<file path="config.mk">
export PLATFORM = sky130hd
export DESIGN_NAME = loop_test_ctl
export DESIGN_NICKNAME = d
export VERILOG_FILES = /design/src/rtl/loop_test_pkg.sv /design/src/rtl/ltc_sync.sv /design/src/rtl/ltc_resolve.sv /design/src/rtl/ltc_alarm.sv /design/src/rtl/loop_test_ctl.sv
export SDC_FILE = /design/constraint.sdc
export NUM_CORES = 1
export LEC_CHECK = 0
export ABC_AREA = 1
export BUFFER_PORTS_ARGS = -buffer_cell sky130_fd_sc_hd__buf_2
export CAP_MARGIN = 20
export CORE_UTILIZATION = 44
export CTS_CLUSTER_SIZE = 12
export DETAILED_ROUTE_END_ITERATION = 8
export PLACE_DENSITY = 0.7
export SYNTH_ARGS = -nofsm -noshare
export SYNTH_HDL_FRONTEND = slang
export SYNTH_SLANG_ARGS = --single-unit
</file>
<file path="constraint.sdc">
create_clock -name clk -period 0.95 [get_ports clk]
set_clock_uncertainty 0.1 [all_clocks]
set_input_delay 0.0475 -clock clk [delete_from_list [all_inputs] [get_ports clk]]
set_output_delay 0.0475 -clock clk [all_outputs]
set_load 0.02 [all_outputs]
</file>
<file path="src/rtl/loop_test_pkg.sv">
`timescale 1ns/1ps
// Package: shared encodings and control-vector layout for the loopback and
// test mode controller. Assumes all consumers decode selects with these values.
package loop_test_pkg;

    // Source feeding the line driver
    typedef enum logic [1:0] {
        TXS_TERMINAL = 2'd0,
        TXS_ECHO     = 2'd1,
        TXS_ONES     = 2'd2
    } tx_src_e;

    // Placement of the jitter attenuator
    typedef enum logic [1:0] {
        JA_OFF = 2'd0,
        JA_TX  = 2'd1,
        JA_RX  = 2'd2
    } ja_place_e;

    // Bit positions inside the synchronized control vector
    localparam int CI_LLOOP_N   = 0;
    localparam int CI_RLOOP_N   = 1;
    localparam int CI_DLOOP_N   = 2;
    localparam int CI_TX_ONES   = 3;
    localparam int CI_RX_ONES   = 4;
    localparam int CI_ATEST_N   = 5;
    localparam int CI_JA_EN     = 6;
    localparam int CI_JA_ON_TX  = 7;
    localparam int CTL_W        = 8;

    // Inactive level of every control: active-low bits idle high
    localparam logic [CTL_W-1:0] CTL_IDLE = 8'b0010_0111;

    // Resolved select set handed to the output register
    typedef struct packed {
        logic      rx_front;
        logic      dec_src;
        tx_src_e   tx_src;
        logic      rx_out;
        ja_place_e ja;
    } sel_t;

    localparam sel_t SEL_RESET = '{
        rx_front: 1'b0,
        dec_src:  1'b0,
        tx_src:   TXS_TERMINAL,
        rx_out:   1'b0,
        ja:       JA_OFF
    };

endpackage

</file>
<file path="src/rtl/ltc_sync.sv">
`timescale 1ns/1ps
// Module: multi-bit, multi-stage synchronizer for static control straps.
// Assumes each bit is independent and changes rarely, so no bus coherency
// is needed. Resets every stage to RST_VAL.
module ltc_sync #(
    parameter int              W       = 8,
    parameter int              STAGES  = 2,
    parameter logic [W-1:0]    RST_VAL = '0
) (
    input  logic         clk,
    input  logic         rst_n,
    input  logic [W-1:0] d,
    output logic [W-1:0] q
);

    logic [W-1:0] chain [STAGES];

    for (genvar s = 0; s < STAGES; s++) begin : g_stage
        if (s == 0) begin : g_first
            // First flop captures the asynchronous strap
            always_ff @(posedge clk) begin
                if (!rst_n) chain[s] <= RST_VAL;
                else        chain[s] <= d;
            end
        end else begin : g_next
            // Later flops resolve metastability
            always_ff @(posedge clk) begin
                if (!rst_n) chain[s] <= RST_VAL;
                else        chain[s] <= chain[s-1];
            end
        end
    end

    assign q = chain[STAGES-1];

endmodule

</file>
<file path="src/rtl/ltc_resolve.sv">
`timescale 1ns/1ps
// Module: combinational priority resolution of loopback and all-ones
// controls into one legal select set. Assumes a synchronized control vector.
// Precedence: local > remote > digital; tx all-ones > remote;
// rx all-ones > digital.
module ltc_resolve
    import loop_test_pkg::*;
(
    input  logic [CTL_W-1:0] ctl,
    output sel_t             sel
);

    logic want_local, want_remote, want_digital;
    logic act_local, act_remote, act_digital;

    // Decode active-low requests
    always_comb begin
        want_local   = !ctl[CI_LLOOP_N];
        want_remote  = !ctl[CI_RLOOP_N];
        want_digital = !ctl[CI_DLOOP_N];
    end

    // Apply pairwise precedence between loopbacks and all-ones
    always_comb begin
        act_local   = want_local;
        act_remote  = want_remote && !want_local;
        act_digital = want_digital && !want_local && !want_remote
                      && !ctl[CI_RX_ONES];
    end

    // Map active modes onto datapath selects
    always_comb begin
        sel.rx_front = act_local;
        sel.dec_src  = act_digital;
        sel.rx_out   = ctl[CI_RX_ONES];
        if (ctl[CI_TX_ONES])  sel.tx_src = TXS_ONES;
        else if (act_remote)  sel.tx_src = TXS_ECHO;
        else                  sel.tx_src = TXS_TERMINAL;
        if (!ctl[CI_JA_EN])        sel.ja = JA_OFF;
        else if (ctl[CI_JA_ON_TX]) sel.ja = JA_TX;
        else                       sel.ja = JA_RX;
    end

endmodule

</file>
<file path="src/rtl/ltc_alarm.sv">
`timescale 1ns/1ps
// Module: alarm output stage. Registers raw detector alarms and overrides
// them with the test pattern while test_n is low. Assumes the raw alarms
// are synchronous to clk and test_n is already synchronized.
module ltc_alarm (
    input  logic clk,
    input  logic rst_n,
    input  logic test_n,
    input  logic los_raw_n,
    input  logic clklos_raw_n,
    input  logic lcv_raw,
    output logic los_n,
    output logic clklos_n,
    output logic lcv
);

    // Register alarms, forcing the test pattern when requested
    always_ff @(posedge clk) begin
        if (!rst_n) begin
            los_n    <= 1'b1;
            clklos_n <= 1'b1;
            lcv      <= 1'b0;
        end else if (!test_n) begin
            los_n    <= 1'b0;
            clklos_n <= 1'b0;
            lcv      <= 1'b1;
        end else begin
            los_n    <= los_raw_n;
            clklos_n <= clklos_raw_n;
            lcv      <= lcv_raw;
        end
    end

endmodule

</file>
<file path="src/rtl/loop_test_ctl.sv">
`timescale 1ns/1ps
// Module: loopback and test mode controller top. Synchronizes the control
// straps, resolves priorities, and registers the selects so that a mode
// change reaches the datapath muxes on a single edge. Assumes the datapath
// muxes decode the loop_test_pkg encodings.
module loop_test_ctl
    import loop_test_pkg::*;
#(
    parameter int SYNC_STAGES = 2
) (
    input  logic       clk,
    input  logic       rst_n,
    input  logic       lloop_n,
    input  logic       rloop_n,
    input  logic       dloop_n,
    input  logic       tx_ones,
    input  logic       rx_ones,
    input  logic       alarm_test_n,
    input  logic       ja_en,
    input  logic       ja_on_tx,
    input  logic       los_raw_n,
    input  logic       clklos_raw_n,
    input  logic       lcv_raw,
    output logic       rx_front_sel,
    output logic       dec_src_sel,
    output logic [1:0] tx_src_sel,
    output logic       rx_out_sel,
    output logic [1:0] ja_place,
    output logic       los_n,
    output logic       clklos_n,
    output logic       lcv
);

    logic [CTL_W-1:0] ctl_raw, ctl_sync;
    sel_t             sel_next, sel_q;

    // Gather the straps into one vector in package order
    always_comb begin
        ctl_raw              = '0;
        ctl_raw[CI_LLOOP_N]  = lloop_n;
        ctl_raw[CI_RLOOP_N]  = rloop_n;
        ctl_raw[CI_DLOOP_N]  = dloop_n;
        ctl_raw[CI_TX_ONES]  = tx_ones;
        ctl_raw[CI_RX_ONES]  = rx_ones;
        ctl_raw[CI_ATEST_N]  = alarm_test_n;
        ctl_raw[CI_JA_EN]    = ja_en;
        ctl_raw[CI_JA_ON_TX] = ja_on_tx;
    end

    ltc_sync #(
        .W       (CTL_W),
        .STAGES  (SYNC_STAGES),
        .RST_VAL (CTL_IDLE)
    ) u_sync (
        .clk   (clk),
        .rst_n (rst_n),
        .d     (ctl_raw),
        .q     (ctl_sync)
    );

    ltc_resolve u_resolve (
        .ctl (ctl_sync),
        .sel (sel_next)
    );

    // Register the selects so the datapath sees one clean change
    always_ff @(posedge clk) begin
        if (!rst_n) sel_q <= SEL_RESET;
        else        sel_q <= sel_next;
    end

    ltc_alarm u_alarm (
        .clk          (clk),
        .rst_n        (rst_n),
        .test_n       (ctl_sync[CI_ATEST_N]),
        .los_raw_n    (los_raw_n),
        .clklos_raw_n (clklos_raw_n),
        .lcv_raw      (lcv_raw),
        .los_n        (los_n),
        .clklos_n     (clklos_n),
        .lcv          (lcv)
    );

    // Drive the select ports from the register
    always_comb begin
        rx_front_sel = sel_q.rx_front;
        dec_src_sel  = sel_q.dec_src;
        tx_src_sel   = sel_q.tx_src;
        rx_out_sel   = sel_q.rx_out;
        ja_place     = sel_q.ja;
    end

endmodule

</file>
==> metrics <==
CP delay by family, top flip-flops; reg2reg setup slack about 0.23 ns; # setup viols final 0; P per Cell Area 1650 nW/µm²; Seq cells post-synth 26; largest net degree at the start of global routing 14; top sig layer met4; Int Pwr ~0.0014 W; register area share after synthesis a little over two thirds; setup TNS 0 ns; Max-Cap Viols 0; Starting Density 48.4%; Non-Filler Instances roughly 130; top-area cell type share of the netlist area between 60% and 70%; Worst-path clk slew about 0.12 ns; final hold viol count 0; worst-case reg-to-reg path depth 1; CP peak stage delay between 0.3 and 0.4 ns; Area Growth Syn to Fin 41.9%; TritonCTS Sinks 26; clock share of power roughly 24%; CTS H-tree lvls 1; io pins 23; Worst Tran Pin Value approximately 0.13 ns; Final nets ~130; warnings from Yosys 0; WP buf/inv 1; Longest Clk Path Bufs 2; CP Class register to output port; DRC 0; share of layout cells above drive strength 1 about 28%; Max Clock Freq approximately 1.1 GHz; Total GRT Usage 12.7%; DR vias 540; CP Data Required Time about 0.80 ns; Final Max Slew Viols 0; HP Start u_sync.chain[1][7]; first-pass GRT wire length about 1.7 mm; Tcrit/Tclk final about 96%; Final min period roughly 0.91 ns; DRT Pass-1 Iters 1; ant diodes 0; total die area 1860 µm²; cell taking the most area after synthesis dfxtp_1; met3 routed WL a little under 60 µm; placed cells 112; initial antenna violation count 0; worst hold stages 1; CP Data Arrival Time around 0.76 ns; Cells after Synth 75; Die W ~43 µm; Hold WC Path Type register to register; Reg power frac approximately two thirds; Yosys cell types 10; Iter 0 DRT Violations 0; Fill cells 124; post-synth net total between 80 and 90; Leak Pwr between 0.5 and 0.6 nW; hold endpoint ja_place[1]; CP max-delay cell dfxtp_1; flip-flop and latch area roughly 530 µm²; CTS tree done; row cnt 14; crit-path max FO 1; combinational share of power 9.6%; CP Cell Sequence buf_4; Post-Route WL just over 1 mm; Tot Pwr approximately 0.0017 W; sw frac 20.5%; Root Buffer Master clkbuf_4; Multi-input gate area roughly 140 µm²; r2r startpoint u_sync.chain[0][5]; HPWL after detailed placement 645 µm; Synth Area per Inst between 9 and 10 µm²; number of global-route vias before repair between 400 and 500; synth top area cells dfxtp_1 (70%), nand2_1 (8.6%), inv_1 (7.0%); R2R Path End u_sync.chain[1][5]; clock latency on the worst-skew pair approximately 0.30 ns; peak supply drop about 0.95 mV; M1 wire length roughly 470 µm; Slew headroom between 90% and 100%; synthesized area ~750 µm²; crit path launch type register; drt via density between 4 and 5; Die H 43.2 µm; global placer's final weighted congestion 0.659; wire length on met2 roughly 480 µm; sw power between 0.0003 and 0.0004 W; CP Capture Type output port; setup bufs post-CTS 0; Worst Hold Slack 0.317 ns; Post-DRT Antenna Nets 0; port bufs 22; core area about 1500 µm²; TritonCTS Buffers 3; GRT overflow 0; status completed; routed len/inst 8.17 µm
-- timing repair --
action	CTS	global route
gates cloned	0	0
resized for setup	1	20
hold buffers	12	0
endpoints found under the setup margin	1	12
hold endpoints to repair	19	0
-- synthesized netlist by cell type (all sizes together) --
cell type and number:
nor3 1, nand2 17, inv 15, buf 2, or2 8, nand3 1, a21oi 1, dfxtp 26
nor2 4
-- state kept, by name, indices dropped and copies added (netlist names) --
name,count
u_sync.chain,16
rx_out_sel,1
u_alarm.lcv,1
tx_src_sel,2
dec_src_sel,1
rx_front_sel,1
u_alarm.los_n,1
ja_place,2
u_alarm.clklos_n,1
-- area by class of cell --
cell class	instances	share of cell area, %
repair buffers	35	27.2
inverters	15	5.56
flip-flops and latches	26	49.6
clock buffers	3	2.13
multi-input cells	32	13.6
well taps	16	1.89
-- placed cells by master (no fill, tap or decap) --
| cell | count |
|---|---|
| nor3_1 | 1 |
| nor2_1 | 4 |
| buf_6 | 6 |
| nand3_1 | 1 |
| dfxtp_2 | 4 |
| clkbuf_4 | 4 |
| dlygate4sd3_1 | 12 |
| dfxtp_1 | 22 |
| a21oi_1 | 1 |
| buf_2 | 11 |
| inv_1 | 14 |
| inv_4 | 1 |
| or2_1 | 8 |
| buf_4 | 5 |
| nand2_1 | 17 |
-- power groups by stage --
| stage | sequential, W | combinational [W] | clock [W] |
|---|---|---|---|
| floorplan | 0.00119 | 0.0000541 | 0 |
| global placement | 0.00117 | 0.000110 | 0 |
| detailed placement | 0.00117 | 0.000112 | 0 |
| CTS | 0.00115 | 0.000151 | 0.000440 |
| global route | 0.00116 | 0.000186 | 0.000484 |
| finish | 0.00115 | 0.000167 | 0.000422 |
-- how the worst max path moves through the flow --
stage,end,slack [ns],cells past startpoint,startpoint
finish,rx_out_sel,0.04,1,rx_out_sel
global route,ja_place[1],-0.007,1,ja_place[1]
CTS,los_n,0.002,1,u_alarm.los_n
detailed placement,u_sync.chain[1][5],0.24,1,u_sync.chain[0][5]
global placement,u_sync.chain[1][5],0.25,1,u_sync.chain[0][5]
floorplan,u_sync.chain[1][0],0.26,1,u_sync.chain[0][0]
-- through the flow --
stage,cell area (µm²),util [%],setup slack [ns]
finish,1060,68.7,0.0408
CTS,1010,65.3,0.00196
global route,1060,68.7,-0.00659
global placement,861,55.8,0.253
floorplan,746,-,0.260
detailed placement,861,55.8,0.237
-- logic make-up (layout without fill, tap and decap cells) --
logic type / count (synthesis) / in the layout / synth area share, %
AO/OA/AOI/OAI: 1 / 1 / 0.670
buffers and inverters: 17 / 53 / 10.9
flip-flops: 26 / 26 / 69.8
AND/OR/NAND/NOR: 31 / 31 / 18.6
-- metal layers --
layer / up-vias / GRT usage (%)
met5: - / 0
met4: 0 / 9.09
met3: 4 / 3.83
met2: 21 / 20.3
met1: 229 / 14.1
li1: 286 / -
No activity file was read; power rests on OpenSTA's default activity.
